===== src/rtl/arb_pkg.sv =====
package arb_pkg;

    typedef enum logic [1:0] {
        TR_IDLE   = 2'b00,
        TR_BUSY   = 2'b01,
        TR_NONSEQ = 2'b10,
        TR_SEQ    = 2'b11
    } trans_e;

    typedef enum logic [1:0] {
        RS_OKAY  = 2'b00,
        RS_ERROR = 2'b01,
        RS_RETRY = 2'b10,
        RS_SPLIT = 2'b11
    } resp_e;

    // Responses that end the current owner's tenure for this cycle
    function automatic logic resp_forces(resp_e r);
        return (r == RS_RETRY) || (r == RS_SPLIT);
    endfunction

    // Transfer types at which a new owner may take over
    function automatic logic trans_boundary(trans_e t);
        return (t == TR_IDLE) || (t == TR_NONSEQ);
    endfunction

endpackage


===== src/rtl/arb_split_mask.sv =====
module arb_split_mask #(
    parameter int NUM_MASTERS = 4,
    parameter int IDX_W       = 2
) (
    input  logic                   clk,
    input  logic                   rst,
    input  logic [IDX_W-1:0]       owner_i,
    input  logic                   split_i,
    input  logic [NUM_MASTERS-1:0] unsplit_i,
    output logic [NUM_MASTERS-1:0] mask_next_o
);

    logic [NUM_MASTERS-1:0] mask_q;

    for (genvar g = 0; g < NUM_MASTERS; g++) begin : g_bit
        // A new split of this master takes precedence over its resume pulse
        assign mask_next_o[g] = (split_i && (owner_i == IDX_W'(g)))
                              | (mask_q[g] & ~unsplit_i[g]);

        AST_RESUME_CLEARS: assert property (@(posedge clk) disable iff (rst)
            (unsplit_i[g] && !(split_i && owner_i == IDX_W'(g))) |=> !mask_q[g]);
    end

    always_ff @(posedge clk) begin
        if (rst) mask_q <= '0;
        else     mask_q <= mask_next_o;
    end

    AST_SPLIT_SETS: assert property (@(posedge clk) disable iff (rst)
        split_i |=> mask_q[$past(owner_i)]);

endmodule


===== src/rtl/arb_prio_pick.sv =====
module arb_prio_pick #(
    parameter int NUM_MASTERS = 4,
    parameter int IDX_W       = 2
) (
    input  logic [NUM_MASTERS-1:0] eligible_i,
    output logic                   any_o,
    output logic [IDX_W-1:0]       idx_o
);

    always_comb begin
        any_o = 1'b0;
        idx_o = '0;
        // Scan from least to most important so the lowest index wins
        for (int i = NUM_MASTERS - 1; i >= 0; i--) begin
            if (eligible_i[i]) begin
                any_o = 1'b1;
                idx_o = IDX_W'(i);
            end
        end
    end

endmodule


===== src/rtl/arb_owner_reg.sv =====
module arb_owner_reg #(
    parameter int NUM_MASTERS = 4,
    parameter int IDX_W       = 2,
    parameter int DEFAULT_IDX = 0
) (
    input  logic                   clk,
    input  logic                   rst,
    input  logic                   move_i,
    input  logic [IDX_W-1:0]       next_idx_i,
    output logic [IDX_W-1:0]       owner_o,
    output logic [NUM_MASTERS-1:0] grant_o
);

    always_ff @(posedge clk) begin
        if (rst) begin
            owner_o <= IDX_W'(DEFAULT_IDX);
            grant_o <= NUM_MASTERS'(1) << DEFAULT_IDX;
        end else if (move_i) begin
            owner_o <= next_idx_i;
            grant_o <= NUM_MASTERS'(1) << next_idx_i;
        end
    end

    AST_GRANT_ONEHOT: assert property (@(posedge clk) disable iff (rst)
        ($countones(grant_o) == 1) && grant_o[owner_o]);

endmodule


===== src/rtl/bus_prio_arbiter.sv =====
module bus_prio_arbiter
    import arb_pkg::*;
#(
    parameter int NUM_MASTERS = 4,
    parameter int DEFAULT_IDX = 0,
    parameter int IDX_W       = (NUM_MASTERS > 1) ? $clog2(NUM_MASTERS) : 1
) (
    input  logic                   clk,
    input  logic                   rst,
    input  logic [NUM_MASTERS-1:0] req_i,
    input  logic [1:0]             trans_i,
    input  logic                   ready_i,
    input  logic                   lock_i,
    input  logic [1:0]             resp_i,
    input  logic [NUM_MASTERS-1:0] unsplit_i,
    output logic [NUM_MASTERS-1:0] grant_o,
    output logic [IDX_W-1:0]       owner_o
);

    trans_e                 trans;
    resp_e                  resp;
    logic                   split_evt;
    logic                   forced;
    logic                   move;
    logic [NUM_MASTERS-1:0] mask_next;
    logic [NUM_MASTERS-1:0] eligible;
    logic                   pick_any;
    logic [IDX_W-1:0]       pick_idx;
    logic [IDX_W-1:0]       next_idx;

    assign trans     = trans_e'(trans_i);
    assign resp      = resp_e'(resp_i);
    assign split_evt = (resp == RS_SPLIT);
    assign forced    = resp_forces(resp);
    assign move      = forced || (!lock_i && ready_i && trans_boundary(trans));
    assign eligible  = req_i & ~mask_next;
    assign next_idx  = pick_any ? pick_idx : IDX_W'(DEFAULT_IDX);

    arb_split_mask #(.NUM_MASTERS(NUM_MASTERS), .IDX_W(IDX_W)) u_mask (
        .clk         (clk),
        .rst         (rst),
        .owner_i     (owner_o),
        .split_i     (split_evt),
        .unsplit_i   (unsplit_i),
        .mask_next_o (mask_next)
    );

    arb_prio_pick #(.NUM_MASTERS(NUM_MASTERS), .IDX_W(IDX_W)) u_pick (
        .eligible_i (eligible),
        .any_o      (pick_any),
        .idx_o      (pick_idx)
    );

    arb_owner_reg #(
        .NUM_MASTERS (NUM_MASTERS),
        .IDX_W       (IDX_W),
        .DEFAULT_IDX (DEFAULT_IDX)
    ) u_owner (
        .clk        (clk),
        .rst        (rst),
        .move_i     (move),
        .next_idx_i (next_idx),
        .owner_o    (owner_o),
        .grant_o    (grant_o)
    );

    AST_LOCK_HOLDS: assert property (@(posedge clk) disable iff (rst)
        (lock_i && !resp_i[1]) |=> $stable(owner_o));

    AST_BURST_HOLDS: assert property (@(posedge clk) disable iff (rst)
        ((trans_i == 2'b01 || trans_i == 2'b11 || !ready_i) && !resp_i[1])
        |=> $stable(grant_o));

    AST_ERROR_NO_MOVE: assert property (@(posedge clk) disable iff (rst)
        (resp_i == 2'b01 && (lock_i || !ready_i)) |=> $stable(owner_o));

endmodule


===== config.mk =====
export PLATFORM = sky130hd
export DESIGN_NAME = bus_prio_arbiter
export DESIGN_NICKNAME = d
export VERILOG_FILES = /design/src/rtl/arb_pkg.sv /design/src/rtl/arb_split_mask.sv /design/src/rtl/arb_prio_pick.sv /design/src/rtl/arb_owner_reg.sv /design/src/rtl/bus_prio_arbiter.sv
export SDC_FILE = /design/constraint.sdc
export NUM_CORES = 1
export LEC_CHECK = 0
export ABC_AREA = 1
export BUFFER_PORTS_ARGS = -buffer_cell sky130_fd_sc_hd__buf_2
export CORE_ASPECT_RATIO = 1.4
export CORE_MARGIN = 2
export CORE_UTILIZATION = 24
export CTS_BUF_LIST = sky130_fd_sc_hd__clkbuf_4
export DETAILED_ROUTE_END_ITERATION = 10
export PLACE_DENSITY_LB_ADDON = 0.12
export SKIP_CTS_REPAIR_TIMING = 1
export SLEW_MARGIN = 0
export SYNTH_ARGS = -nofsm -noshare
export SYNTH_HDL_FRONTEND = slang
export SYNTH_SLANG_ARGS = --single-unit

===== constraint.sdc =====
create_clock -name clk -period 1 [get_ports clk]
set_input_delay 0.15 -clock clk [delete_from_list [all_inputs] [get_ports clk]]
set_output_delay 0.15 -clock clk [all_outputs]
set_load 0.005 [all_outputs]

# Yosys cells after proc, flatten, opt, wreduce, memory -nomap -nowiden
# Cells that the tools add are included.
classes:
  eq_ne: 6
  n_shift: 1
  n_reduce_logical: 12
  bitwise_logic: 14
  muxes: 9
op_table:
  columns: ["op", "n"]
  rows:
  - ["$eq 2x2->1 const B", 5]
  - ["$mux 2", 5]
  - ["$logic_and 1x1->1", 6]
  - ["$and 1x1->1", 4]
  - ["$and 4x4->4", 1]
  - ["$logic_not 2->1", 2]
  - ["$mux 1", 4]
  - ["$not 1->1", 4]
  - ["$not 4->4", 1]
  - ["$or 1x1->1", 4]
  - ["$shl 1x2->4 const A", 1]
  - ["$logic_or 1x1->1", 3]
  - ["$eq 2x1->1 const B", 1]
  - ["$logic_not 1->1", 1]
word_totals:
  word_cells: 45
  output_inout_bits: 6
  reg_bits: 10
  input_bits: 16

# Logic depth before layout (Yosys ltp)
depth:
  ltp_word: 11
  ltp_mapped: 11
  depth_no_buf: 11

# Modules after synthesis
# From an unflattened synthesis, not the netlist that was laid out.
hier_totals:
  cells_unflattened: 80
  hier_area_um2: 496.7
modules_own_cells:
  columns: ["module", "n_inst", "seq_area_each_um2", "area_per_inst_um2", "cells_per_inst"]
  rows:
  - ["arb_owner_reg", 1, 120.1, 209.0, 26]
  - ["arb_split_mask", 1, 80.1, 178.9, 27]
  - ["bus_prio_arbiter", 1, 0.0, 72.6, 19]
  - ["arb_prio_pick", 1, 0.0, 36.3, 8]

# Worst setup path after synthesis
# OpenSTA, ideal clock, no wires.
synth_path:
  kind: "reg-to-reg"
  startpoint: "reg u_owner.owner_o[1]"
  endpoint: "reg u_owner.grant_o[2]"
  path_stages_with_launch: 7
  path_buffers: 0
  required_ns: 0.884
  arrival_ns: 0.976
  setup_time_ns: 0.116
  synth_period_minus_slack_ns: 1.091
  setup_slack_ns: -0.091
  cell_sequence: "dfxtp_1 > nand4_1 > nand3_2 > nand2_1 > nand2_1 > nand2_1 > and3_1"
synth_between:
  elab_chain_len: 11
  word_cells_on_any_way: 24
  classes_between: "eq/ne (3); shift (1); mux (9); bitwise (6); reduce/logical (5)"
synth_rtl:
  columns: ["item", "line", "source"]
  rows:
  - ["start: declaration", "arb_owner_reg.sv:10", "output logic [IDX_W-1:0] owner_o,"]
  - ["start signal: assignment", "arb_owner_reg.sv:16", "owner_o <= IDX_W'(DEFAULT_IDX);"]
  - ["start signal: assignment", "arb_owner_reg.sv:19", "owner_o <= next_idx_i;"]
  - ["$eq 2x2->1", "arb_split_mask.sv:17", "assign mask_next_o[g] = (split_i && (owner_i == IDX_W'(g)))"]
  - ["$logic_and 1x1->1", "arb_split_mask.sv:17", null]
  - ["$or 1x1->1", "arb_split_mask.sv:18", "| (mask_q[g] & ~unsplit_i[g]);"]
  - ["$not 4->4 (*)", "bus_prio_arbiter.sv:36", "assign eligible = req_i & ~mask_next;"]
  - ["$and 4x4->4 (*)", "bus_prio_arbiter.sv:36", null]
  - ["$mux 2 / $mux 1 (equally long branches) (4 in series)", "arb_prio_pick.sv:15", "if (eligible_i[i]) begin"]
  - ["$mux 2 (*)", "bus_prio_arbiter.sv:37", "assign next_idx = pick_any ? pick_idx : IDX_W'(DEFAULT_IDX);"]
  - ["$shl 1x2->4 (*)", "arb_owner_reg.sv:20", "grant_o <= NUM_MASTERS'(1) << next_idx_i;"]
  - ["end signal: assignment", "arb_owner_reg.sv:17", "grant_o <= NUM_MASTERS'(1) << DEFAULT_IDX;"]
  - ["end signal: assignment", "arb_owner_reg.sv:20", null]
  - ["end: declaration", "arb_owner_reg.sv:11", "output logic [NUM_MASTERS-1:0] grant_o"]
# Mark *: on every way between the ends. The rest lies on a longest branch, timed or not.
# A chain may end at the register's enable or synchronous reset.

# Worst setup path in the final report
layout_path:
  startpoint: "reg u_owner.owner_o[0]"
  endpoint: "reg u_owner.grant_o[2]"
# Same word-level chain as after synthesis.

==> flow_summary.toml <==
[worst_setup_path]
cp_num_buf_inv = 1
r2r_slack_ns = -0.14
critPathTopFamily = "simple AND/OR/NAND/NOR gates"
timing.rr.start = "u_owner.owner_o[0]"
r2r-end = "u_owner.grant_o[2]"
timing.critical_path.mode_cell = "nand2_1"
cp-start-kind = "register"
slowest_delay_ns = 0.34
crit_chain = "inv_2 > nand4_1 > nand3_2 > nand2_1 > nand2_1 > nand2_2 > and3_1"
path_class = "reg -> reg"
crit_required_ns = 1.16
crit_path_max_fanout = 4
crit_arrival_ns = 1.30
r2r_cells = 7
cpMaxStageDelayCell = "dfxtp_2"
end_kind = "register"

[global_routing]
grt_pass1_vias = 495
grt_overflow_total = 0
grt_pass1_wl_um = 1980
track_usage_pct = 10.8
grt_max_degree = 8
antenna_found_initial = 0

[synthesis]
synth_xor_area_share_pct = 0
syn-cell-area_sq_um = 502
synth_ff_type = "dfxtp_1"
syn_nets = 89
synth_mux_area_share_pct = 0
netlist.top_cell.by_area = "dfxtp_1"
synth_edf_count = 0
synthSimpleGateAreaFrac_pct = 39.9
synthTopCellsByArea = "dfxtp_1 40%, nand2_1 15%, inv_1 9.7%, nand2_2 7.5%, a21oi_1 6.0%"
synth_cells = 73
synth_compound_area_share_pct = 9.73
ys_ff_latch = 10
synth_commonest_cells = "20 x nand2_1, 13 x inv_1, 10 x dfxtp_1, 6 x a21oi_1, 6 x nand2_2"
synth_top_cell_area_share_pct = 39.9
yosys.area_share.adder_pct = 0
synth_most_common_cell = "nand2_1"
synthArstFlopShare_pct = 0
yosysUniqueCellTypes = 16
ys_warn_count = 0
syn_area_per_cell_sq_um = 6.87
synth.yosys.seq_area_share_pct = 39.9
synth_top_family_by_area = "simple AND/OR/NAND/NOR gates"

[layout]
fin_nets = 121
syn_to_final_growth_pct = 43.9
fillCellCount = 235
drive_above_1_share_pct = 46.6
num_antenna_cells = 0
fin_util_pct = 36.6

[clock_tree]
clk_pin_slew_ns = 0.06
clockRootBuffer = "clkbuf_4"
cts_sinks = 10
clk_latency_ns = 0.26
cts-buffers-inserted = 3
h-tree-depth = 1
clockBufferDepth = 2
tritoncts = "yes"

[drt]
vias = 532
drc = 0
detail_route.wl_per_cell_um = 9.34
drtAntennaViolNets = 0
drt_first_pass_iters = 4
drt_iter0_markers = 4
vias_per_cell = 4.29
routed_wl_um = 1160

[pwr]
power_frac_comb_pct = 20.2
vdd_drop_max_mv = 0.655
p_switching_w = 0.000240
swShare_pct = 27.2
power_density_nw_per_um2 = 1230
p_leak_nw = 0.398
p_seq_share_pct = 48.9
fin_total_pwr_w = 0.000885
internal-power_w = 0.000644
pwr-share-clk_pct = 30.9

[sta]
period_share_pct = 114
skew_ns = 0.00118
whs_ns = 0.145
max_freq_mhz = 879
hold_viol = 0
setup_ws_ns = -0.137
period_minus_slack_ns = 1.14
rsz0062_at_grt = "yes"
slew_headroom_pct = 84.4
drv_slew = 0
setup_violations = 6
tightest_slew_ns = 0.233

[floorplan]
coreArea_sq_um = 1970
ioPinCount = 22
die_y_um = 58.1
num_rows = 19
initial_utilization_pct = 25.4
die-area_sq_um = 2480
die_w_um = 42.6

[hold_path]
holdPathEnd = "u_owner.grant_o[0]"
hold_depth = 3
hp-class = "in -> reg"
min-delay-start = "rst"

[placed_design]
hpwl_um = 954
gp_congestion = 0.692
portBuffers = 20

[status]
violations = "setup timing"
outcome = "complete, but fails checks"

[flow_run]
cap_viol_max_count = 0
registers in the layout (all words and copies together) (netlist names):
name and flops:
u_owner.owner_o 2, u_mask.mask_q 4, u_owner.grant_o 4
worst max path at each step:
stage | start | endpoint | slack [ns] | cells past startpoint
after floorplan | u_owner.owner_o[1] | u_owner.grant_o[2] | -0.04 | 7
after global placement | u_owner.owner_o[0] | u_owner.grant_o[0] | -0.15 | 11
after detailed placement | u_owner.owner_o[0] | u_owner.grant_o[0] | -0.15 | 11
after CTS | u_owner.owner_o[0] | u_owner.grant_o[0] | -0.17 | 11
after global routing | u_owner.owner_o[0] | u_owner.grant_o[2] | -0.20 | 7
final | u_owner.owner_o[0] | u_owner.grant_o[2] | -0.14 | 7
through the flow:
stage	instances	worst slack, ns	setup TNS, ns	area (sq um)
5_1_grt	124	-0.204	-1.10	722
3_3_place_gp	119	-0.148	-0.608	669
4_1_cts	122	-0.171	-0.782	692
2_1_floorplan	73	-0.0376	-0.0655	505
3_5_place_dp	119	-0.146	-0.625	669
6_report	124	-0.137	-0.622	722
layout by cell type, fill, tap and decap left out:
master	synthesis	routed
nor2_1	4	4
buf_2	0	20
nand4_1	1	1
nor3_2	0	1
o21ai_0	2	2
nand2_1	20	19
nand2_4	0	1
clkinv_2	0	1
inv_1	13	12
nand2_2	6	6
and3_1	1	1
nand3b_1	1	1
nand3_1	1	1
a21oi_1	6	6
a21oi_2	1	1
inv_2	0	1
nand3_2	3	3
dfxtp_1	10	8
nor2_2	2	2
clkbuf_4	0	3
buf_4	0	7
dfxtp_2	0	1
dfxtp_4	0	1
power groups by stage:
stage	combinational, W	clock (W)	sequential (W)
after CTS	0.000174	0.000285	0.000435
after global placement	0.000172	0	0.000443
after detailed placement	0.000173	0	0.000444
final	0.000179	0.000273	0.000433
after global routing	0.000201	0.000306	0.000436
after floorplan	0.0000884	0	0.000445
layout make-up:
cell class                 instances  area [sq um]  area share, %
multi-input combinational         49           262           36.2
sequential                        10           205           28.4
inverter                          14          53.8           7.45
tap                               21          26.3           3.64
timing repair buffer              27           153           21.1
clock buffer                       3          22.5           3.12
per-layer routing:
layer / up-vias / wire (um) / global-route usage (%)
met5: - / 0 / 0
met4: 0 / 31 / 6.70
met3: 5 / 61 / 4.05
met2: 12 / 580 / 17.3
met1: 230 / 485 / 12.0
li1: 285 / - / -
logic make-up (layout without fill, tap and decap cells):
| logic type | Yosys count | after routing |
|---|---|---|
| AND/OR/NAND/NOR | 40 | 40 |
| buffers and inverters | 14 | 44 |
| flip-flops | 10 | 10 |
| AO/OA/AOI/OAI | 9 | 9 |
worst min-delay path: stages:
cell	delay [ns]
buf_2	0.08
inv_1	0.07
nand2_1	0.07
No activity file was read; power rests on OpenSTA's default activity.
